<file path="src/rtl/mwr_pkg.sv">
package mwr_pkg;

    // Sequencer states
    typedef enum logic [2:0] {
        ST_IDLE = 3'd0,   // waiting for a start bit
        ST_OPC  = 3'd1,   // receiving the two opcode bits after start
        ST_ADDR = 3'd2,   // receiving address bits
        ST_DATA = 3'd3,   // shifting out the word
        ST_HOLD = 3'd4    // ignoring the rest until select drops
    } mwr_state_e;

    // Synchronized view of the serial lines
    typedef struct packed {
        logic cs;
        logic di;
        logic sk_rise;
    } mwr_line_t;

    localparam logic       START_BIT = 1'b1;
    localparam logic [1:0] OPC_READ  = 2'b10;   // bits after the start bit
    localparam logic       LINE_IDLE = 1'b1;    // level of an undriven line

    function automatic logic opc_is_read(input logic [1:0] opc);
        return opc == OPC_READ;
    endfunction

endpackage

</file>
<file path="src/rtl/mwr_line_sync.sv">
module mwr_line_sync
    import mwr_pkg::*;
#(
    parameter int SYNC_STAGES = 2
) (
    input  logic      clk,
    input  logic      rst,
    input  logic      cs_in,
    input  logic      sk_in,
    input  logic      di_in,
    output mwr_line_t line
);

    logic cs_s, sk_s, di_s;
    logic sk_prev;

    generate
        if (SYNC_STAGES == 0) begin : g_direct
            assign cs_s = cs_in;
            assign sk_s = sk_in;
            assign di_s = di_in;
        end else begin : g_chain
            logic [SYNC_STAGES-1:0] cs_ff, sk_ff, di_ff;
            for (genvar s = 0; s < SYNC_STAGES; s++) begin : g_stage
                always_ff @(posedge clk) begin
                    if (rst) begin
                        cs_ff[s] <= 1'b0;
                        sk_ff[s] <= 1'b0;
                        di_ff[s] <= 1'b0;
                    end else if (s == 0) begin
                        cs_ff[s] <= cs_in;
                        sk_ff[s] <= sk_in;
                        di_ff[s] <= di_in;
                    end else begin
                        cs_ff[s] <= cs_ff[(s == 0) ? 0 : s-1];
                        sk_ff[s] <= sk_ff[(s == 0) ? 0 : s-1];
                        di_ff[s] <= di_ff[(s == 0) ? 0 : s-1];
                    end
                end
            end
            assign cs_s = cs_ff[SYNC_STAGES-1];
            assign sk_s = sk_ff[SYNC_STAGES-1];
            assign di_s = di_ff[SYNC_STAGES-1];
        end
    endgenerate

    always_ff @(posedge clk) begin
        if (rst) sk_prev <= 1'b0;
        else     sk_prev <= sk_s;
    end

    always_comb begin
        line.cs      = cs_s;
        line.di      = di_s;
        line.sk_rise = sk_s & ~sk_prev;
    end

endmodule

</file>
<file path="src/rtl/mwr_word_store.sv">
module mwr_word_store #(
    parameter int ADDR_W = 6,
    parameter int WORD_W = 16
) (
    input  logic              clk,
    input  logic              rst,
    input  logic              ld_en,
    input  logic [ADDR_W-1:0] ld_addr,
    input  logic [WORD_W-1:0] ld_data,
    input  logic [ADDR_W-1:0] rd_addr,
    output logic [WORD_W-1:0] rd_data
);

    localparam int DEPTH = 1 << ADDR_W;

    logic [WORD_W-1:0] mem [DEPTH];

    generate
        for (genvar w = 0; w < DEPTH; w++) begin : g_word
            always_ff @(posedge clk) begin
                if (rst)
                    mem[w] <= '0;
                else if (ld_en && (ld_addr == ADDR_W'(w)))
                    mem[w] <= ld_data;
            end
        end
    endgenerate

    assign rd_data = mem[rd_addr];

endmodule

</file>
<file path="src/rtl/mwr_seq.sv">
module mwr_seq
    import mwr_pkg::*;
#(
    parameter int ADDR_W = 6,
    parameter int WORD_W = 16,
    parameter int CNT_W  = $clog2(ADDR_W + WORD_W + 1)
) (
    input  logic              clk,
    input  logic              rst,
    input  mwr_line_t         line,
    input  logic [WORD_W-1:0] rd_data,
    output logic [ADDR_W-1:0] rd_addr,
    output logic              dout,
    output mwr_state_e        state,
    output logic [CNT_W-1:0]  bit_cnt
);

    localparam logic [CNT_W-1:0] ADDR_LAST = CNT_W'(ADDR_W - 1);
    localparam logic [CNT_W-1:0] DATA_END  = CNT_W'(WORD_W);

    logic [ADDR_W-1:0] addr_sh;
    logic              opc_hi;
    logic [WORD_W-1:0] word_sh;

    // address formed by the bits so far plus the bit on the current edge
    assign rd_addr = {addr_sh[ADDR_W-2:0], line.di};

    always_ff @(posedge clk) begin
        if (rst) begin
            state   <= ST_IDLE;
            bit_cnt <= '0;
            addr_sh <= '0;
            opc_hi  <= 1'b0;
            word_sh <= '0;
            dout    <= LINE_IDLE;
        end else if (!line.cs) begin
            state   <= ST_IDLE;
            bit_cnt <= '0;
            dout    <= LINE_IDLE;
        end else if (line.sk_rise) begin
            case (state)
                ST_IDLE: begin
                    if (line.di == START_BIT) begin
                        state   <= ST_OPC;
                        bit_cnt <= '0;
                    end
                end
                ST_OPC: begin
                    if (bit_cnt == '0) begin
                        opc_hi  <= line.di;
                        bit_cnt <= CNT_W'(1);
                    end else begin
                        bit_cnt <= '0;
                        state   <= opc_is_read({opc_hi, line.di}) ? ST_ADDR : ST_HOLD;
                    end
                end
                ST_ADDR: begin
                    addr_sh <= rd_addr;
                    if (bit_cnt == ADDR_LAST) begin
                        state   <= ST_DATA;
                        bit_cnt <= '0;
                        dout    <= 1'b0;
                        word_sh <= rd_data;
                    end else begin
                        bit_cnt <= bit_cnt + CNT_W'(1);
                    end
                end
                ST_DATA: begin
                    if (bit_cnt == DATA_END) begin
                        state   <= ST_HOLD;
                        bit_cnt <= '0;
                        dout    <= LINE_IDLE;
                    end else begin
                        dout    <= word_sh[WORD_W-1];
                        word_sh <= {word_sh[WORD_W-2:0], 1'b0};
                        bit_cnt <= bit_cnt + CNT_W'(1);
                    end
                end
                ST_HOLD: begin
                    dout <= LINE_IDLE;
                end
                default: begin
                    state   <= ST_IDLE;
                    bit_cnt <= '0;
                    dout    <= LINE_IDLE;
                end
            endcase
        end
    end

endmodule

</file>
<file path="src/rtl/mwr_read_responder.sv">
module mwr_read_responder
    import mwr_pkg::*;
#(
    parameter int ADDR_W      = 6,
    parameter int WORD_W      = 16,
    parameter int SYNC_STAGES = 2
) (
    input  logic              clk,
    input  logic              rst,
    input  logic              ee_cs,
    input  logic              ee_sk,
    input  logic              ee_di,
    output logic              ee_do,
    input  logic              ld_en,
    input  logic [ADDR_W-1:0] ld_addr,
    input  logic [WORD_W-1:0] ld_data
);

    localparam int CNT_W = $clog2(ADDR_W + WORD_W + 1);

    mwr_line_t         line_s;
    logic              cs_s;
    logic              rise_s;
    logic [ADDR_W-1:0] rd_addr;
    logic [WORD_W-1:0] rd_data;
    mwr_state_e        state;
    logic [CNT_W-1:0]  bit_cnt;

    assign cs_s   = line_s.cs;
    assign rise_s = line_s.sk_rise;

    mwr_line_sync #(
        .SYNC_STAGES(SYNC_STAGES)
    ) i_sync (
        .clk  (clk),
        .rst  (rst),
        .cs_in(ee_cs),
        .sk_in(ee_sk),
        .di_in(ee_di),
        .line (line_s)
    );

    mwr_word_store #(
        .ADDR_W(ADDR_W),
        .WORD_W(WORD_W)
    ) i_store (
        .clk    (clk),
        .rst    (rst),
        .ld_en  (ld_en),
        .ld_addr(ld_addr),
        .ld_data(ld_data),
        .rd_addr(rd_addr),
        .rd_data(rd_data)
    );

    mwr_seq #(
        .ADDR_W(ADDR_W),
        .WORD_W(WORD_W),
        .CNT_W (CNT_W)
    ) i_seq (
        .clk    (clk),
        .rst    (rst),
        .line   (line_s),
        .rd_data(rd_data),
        .rd_addr(rd_addr),
        .dout   (ee_do),
        .state  (state),
        .bit_cnt(bit_cnt)
    );

endmodule

</file>
<file path="config.mk">
export PLATFORM = sky130hd
export DESIGN_NAME = mwr_read_responder
export DESIGN_NICKNAME = d
export VERILOG_FILES = /design/src/rtl/mwr_pkg.sv /design/src/rtl/mwr_line_sync.sv /design/src/rtl/mwr_word_store.sv /design/src/rtl/mwr_seq.sv /design/src/rtl/mwr_read_responder.sv
export SDC_FILE = /design/constraint.sdc
export NUM_CORES = 2
export LEC_CHECK = 0
export BUFFER_PORTS_ARGS = -buffer_cell sky130_fd_sc_hd__buf_2
export CAP_MARGIN = 20
export CORE_UTILIZATION = 40
export DETAILED_ROUTE_END_ITERATION = 8
export GPL_TIMING_DRIVEN = 0
export SETUP_SLACK_MARGIN = 0.1
export SLEW_MARGIN = 20
export SYNTH_ARGS = -nofsm -noshare
export SYNTH_HDL_FRONTEND = slang
export SYNTH_SLANG_ARGS = --single-unit
</file>
<file path="constraint.sdc">
create_clock -name clk -period 4.6 [get_ports clk]
set_input_delay 0.23 -clock clk [delete_from_list [all_inputs] [get_ports clk]]
set_output_delay 0.23 -clock clk [all_outputs]
set_load 0.01 [all_outputs]
</file>
# After elaboration in Yosys (flattened, before gate mapping)

Memory sizes are Yosys's and may differ from the RTL's.
Cells that the tools add are included.

Output and inout port bits: 1
Memories kept: 1
Word-level logic and storage cells: 510
Bits in registers: 38
Input port bits: 28
Bits in writable memories: 1024

Add/sub/neg operators: 1
Reductions and logical operators: 76
Bitwise gates (word level): 69
Mux-type cells: 275
Equality and inequality tests: 75

Memories:

| name        | words | width | rd ports | clocked after Yosys merged registers in | wr ports | RTL line             | text |
|---|---|---|---|---|---|---|---|
| i_store.mem | 64    | 16    | 1        | 0                                       | 64       | mwr_word_store.sv:16 | `logic [WORD_W-1:0] mem [DEPTH];` |

Operators with widths:

| kind                  | number |
|---|---|
| $mux W16              | 66 |
| $mux W1               | 197 |
| $eq A6 B6 Y1 const B  | 32 |
| $eq A6 B5 Y1 const B  | 16 |
| $logic_and A1 B1 Y1   | 64 |
| $or A1 B1 Y1          | 64 |
| $eq A6 B4 Y1 const B  | 8 |
| $pmux W16 S2          | 1 |
| $pmux W5 S5           | 1 |
| $eq A6 B3 Y1 const B  | 4 |
| $mux W3               | 5 |
| $mux W5               | 3 |
| $pmux W3 S5           | 1 |
| $eq A6 B2 Y1 const B  | 2 |
| $reduce_and A3 Y1     | 3 |
| $eq A3 B2 Y1 const B  | 2 |
| $eq A6 B1 Y1 const B  | 1 |
| $logic_not A6 Y1      | 1 |
| $ne A2 B2 Y1 const B  | 3 |
| $reduce_and A6 Y1     | 1 |
| $add A5 B1 Y5 const B | 1 |
| $eq A5 B3 Y1 const B  | 1 |
| $eq A5 B5 Y1 const B  | 1 |
| $logic_not A5 Y1      | 1 |
| other kinds (12)      | 17 |

# Depth between registers and ports, before layout

Depth after elaboration: 6
Gate-level depth with buffers: 10
Mapped depth without buffers: 7

# By module

Synthesis repeated with hierarchy kept, for this count alone.

Cells, all modules: 3208
Area total of the unflattened synthesis: 48943.2 µm²

Modules (own cells, without submodules):

| module         | seq. area each (µm²) | area each (µm²) | cells each | instances |
|---|---|---|---|---|
| mwr_word_store | 30749.5              | 47017.6         | 3003       | 1 |
| mwr_seq        | 620.6                | 1720.4          | 188        | 1 |
| mwr_line_sync  | 140.1                | 205.2           | 17         | 1 |

# Least setup slack after synthesis

Ideal clock, no wire load.

Kind: register to register
Start: reg i_sync.g_chain.di_ff[1], in the netlist i_sync.di_s
End: reg i_seq.word_sh[3]
Path buffers: 3
Cell stages (with the launch flop): 9
Setup time: 0.139 ns
Required time: 4.461 ns
Clock period less this slack: 2.182 ns
Slack: 2.418 ns
Arrival: 2.043 ns
Cell sequence: dfxtp_1 > buf_6 > buf_4 > buf_2 > mux4_2 > a22oi_1 > a21oi_1 > nor4_1 > a221oi_1

Longest elaborated chain between the ends: 3

RTL lines:

| what                            | RTL line            | text |
|---|---|---|
| start, declared                 | mwr_line_sync.sv:23 | `logic [SYNC_STAGES-1:0] cs_ff, sk_ff, di_ff;` |
| start signal, assigned by index | mwr_line_sync.sv:33 | `di_ff[s] <= di_in;` |
| start signal, assigned by index | mwr_line_sync.sv:37 | `di_ff[s] <= di_ff[(s == 0) ? 0 : s-1];` |
| $mem_v2 Z64 W16                 | -                   |  |
| $mux W16                        | mwr_seq.sv:59       | `if (bit_cnt == ADDR_LAST) begin` |
| $pmux W16 S2                    | mwr_seq.sv:41       | `case (state)` |
| end signal, assigned            | mwr_seq.sv:63       | `word_sh <= rd_data;` |
| end signal, assigned            | mwr_seq.sv:75       | `word_sh <= {word_sh[WORD_W-2:0], 1'b0};` |
| end, declared                   | mwr_seq.sv:23       | `logic [WORD_W-1:0] word_sh;` |

Every way passes these cells. The select of a mux whose other input is x is not followed.
A chain may end at the register's enable or synchronous reset.

# Worst setup path in the final report

Start: reg i_seq.addr_sh[1]
End: reg i_seq.word_sh[11]

Longest elaborated chain between the ends: 3

RTL lines:

| what                   | RTL line      | text |
|---|---|---|
| start, declared        | mwr_seq.sv:21 | `logic [ADDR_W-1:0] addr_sh;` |
| start signal, assigned | mwr_seq.sv:58 | `addr_sh <= rd_addr;` |
| $mem_v2 Z64 W16        | -             |  |
| $mux W16               | mwr_seq.sv:59 |  |
| $pmux W16 S2           | mwr_seq.sv:41 |  |

Every way passes these cells. The select of a mux whose other input is x is not followed.

==> metrics <==
clk_skew approximately 28 ps; I/O Buffers 11; leak pwr 18.4 nW; Hold Fails Final Rpt 0; Yosys cell types between 50 and 60; Place WS a little under 800 ps; vias in the first global route between 20000 and 30000; RSZ-0062 raised after global routing no; Antenna Nets Post-Route 0; VDD IR max between 200 and 300 uV; CTS H-Tree Depth 3; initial DRC count about 4000; pwr/cell area slightly below 400 nW/um^2; first-pass GRT wire length between 200000 and 250000 microns; Die Y around 350 microns; Post-Route M1 WL 63300 microns; max-cap violations 0; Worst EP arrival ~4600 ps; total number of vias approximately 30000; layout cells sized above 1 between 10% and 20%; worst-margin pin slew ~1200 ps; cts bufs inserted roughly 110; cell area after synthesis 48700 sq um; total gr overflow 0; crit-path cells buf_2 > buf_2 > clkbuf_1 > mux4_2 > a22oi_1 > nand2_1 > a22oi_1 > a221oi_1; CP peak stage delay 960 ps; initial antenna violation count 18; Mean Syn Cell Area roughly 15 sq um; relative slew slack between 10% and 20%; # DRC 0; CTS tree built; post-synthesis cell count ~3300; launching element type of the critical path flop; largest net degree at the start of global routing 17; Period Utilization, post-route just under 90%; synth cell count leaders and2_1, edfxtp_1, clkbuf_1; Via density between 5 and 6; post-synthesis sequential area ratio roughly two thirds; Core Region about 120000 sq um; clk root buf clkbuf_16; post-DP HPWL ~110000 microns; WL final 156000 microns; Hold Crit Class input pin to flop; number of flops mapped to enable cells by yosys between 1000 and 1500; asr flop ratio synth 0%; Top Layer Used met5; Largest delay share family, worst path buffers and inverters; Final Max Slew Viols 0; final setup fails 0; filler cell count ~11000; minimum clock period 4030 ps; full die area approximately 120000 sq um; Sum Neg Setup Slack 0 ps; initial core utilization around two fifths; crit end category flop; Cell Rows roughly 130; Synth area leaders edfxtp_1, and2_1, mux4_2, clkbuf_1, a22oi_1; met2 WL 71500 microns; final core occ about 46%; leading area contributor after synthesis edfxtp_1; CP Data Required Time slightly above 5000 ps; fmax roughly 250 MHz; top-area cell type share of the netlist area between 60% and 70%; Power Total between 20 and 25 mW; Final nets around 3500; Setup Buffers After CTS 0; sequential cell area 31500 sq um; critical path class flop to flop; Bufs and invs on worst path 3; All-Layer GR Usage 25.4%; Layout area overhead 13.6%; clock slew at reported path FFs around 60 ps; multi-input logic area between 15000 and 20000 sq um; post-cts sizing count 0; I/O pins 29; RePlAce Congestion slightly below 1; die width roughly 350 microns; Worst-Skew Late Latency 710 ps; number of synthesized register bits ~1100; met3 WL post-DR 13900 microns; drt wl/cell between 30 and 40 microns; clock buffer depth 3; Synth Warn # 0; Top FF cell, synth edfxtp_1; count leader, synth and2_1; Crit Path Max Fanout 10; Pre-antenna DRT Iters 6; CP max-delay cell clkbuf_1; status finished, final reports clean; syn_nets around 3300; final setup margin ~570 ps; clock sinks ~1100
-- report_power, final --
part           total [mW]  switching (mW)  internal [mW]
Clock                8.84            3.88           4.96
Combinational        1.27           0.847          0.426
Sequential           11.2           0.137           11.1
Total                21.3            4.87           16.5
-- worst register-to-register path: stages (launching register included) --
cell,delay [ps]
dfxtp_1,300
buf_2,240
buf_2,480
clkbuf_1,980
mux4_2,460
a22oi_1,360
nand2_1,240
a22oi_1,630
a221oi_1,190
-- final timing paths --
path | cells after the start | slack (ps) | start | to
max | 8 | 570 | i_seq.addr_sh[1]$_SDFFE_PP0P_ | i_seq.word_sh[11]$_SDFFE_PP0P_
min | 2 | 90 | ld_data[7] | i_store.mem[18][7]$_SDFFCE_PN0P_
max reg2reg | 8 | 570 | i_seq.addr_sh[1]$_SDFFE_PP0P_ | i_seq.word_sh[11]$_SDFFE_PP0P_
min reg2reg | 1 | 450 | i_sync.g_chain.sk_ff[0]$_SDFF_PP0_ | i_sync.sk_s$_SDFF_PP0_
-- cell type report --
class                   count  area share [%]
flip-flops and latches   1062            57.0
multi-input cells        1881            29.1
clock buffers             148            5.43
well taps                1612            3.65
plain buffers             305            2.37
repair buffers             73            1.45
clock inverters            57           0.849
inverters                  20           0.136
diodes                      7          0.0317
-- sequential cells by signal, indices dropped and copies added (netlist names), 3 cells and up --
signal,cells
i_seq.state,3
i_seq.bit_cnt,5
i_seq.word_sh,16
i_store.mem,1024
i_seq.addr_sh,5
-- timing repair --
action | in CTS | in global routing
setup endpoints to repair | 0 | 0
hold buffers | 3 | 0
hold endpoints to repair | 3 | 0
-- cells in the final DEF, fill, tap and decap left out, drive strengths merged, types with 5 or more instances in the layout --
cell type / synthesis / routed
nand2: 75 / 75
a22o: 11 / 11
a221oi: 14 / 14
nor2b: 21 / 21
clkbuf: 231 / 379
mux2: 67 / 67
a21oi: 7 / 7
mux2i: 18 / 18
buf: 74 / 144
edfxtp: 1024 / 1024
inv: 20 / 24
a2111oi: 10 / 10
clkinvlp: 0 / 6
a22oi: 103 / 103
nand3: 12 / 12
mux4: 226 / 226
o22ai: 35 / 35
clkinv: 0 / 40
diode: 0 / 7
nor3: 15 / 15
and2: 1028 / 1028
nand2b: 5 / 5
o21bai: 65 / 65
bufinv: 0 / 7
or2: 6 / 6
dfxtp: 38 / 38
nor2: 92 / 92
o21ai: 33 / 33
-- stage by stage --
stage	hold WS, ps	cell area, sq um	cells
6_report	94.1	55300	5165
5_1_grt	148	55300	5158
4_1_cts	97.1	55300	5157
3_5_place_dp	439	51800	4949
3_3_place_gp	434	50700	4891
2_1_floorplan	358	48700	3268
-- logic make-up (layout without fill, tap and decap cells) --
group	after synthesis	in the layout	share of synthesized area [%]
compound gates	292	292	4.33
other cells	0	7	0
simple gates	1275	1275	15.7
flops	1062	1062	64.7
mux	311	311	12.4
fa+ha+maj	3	3	0.0771
buf+inv	325	603	2.81
-- metal layers --
metal | global-route usage (%) | vias to the layer above
li1 | - | 12400
met1 | 34.4 | 15200
met4 | 10.9 | 6
met3 | 4.97 | 290
met2 | 39.8 | 1370
met5 | 0 | -
No activity file was read; power rests on OpenSTA's default activity.
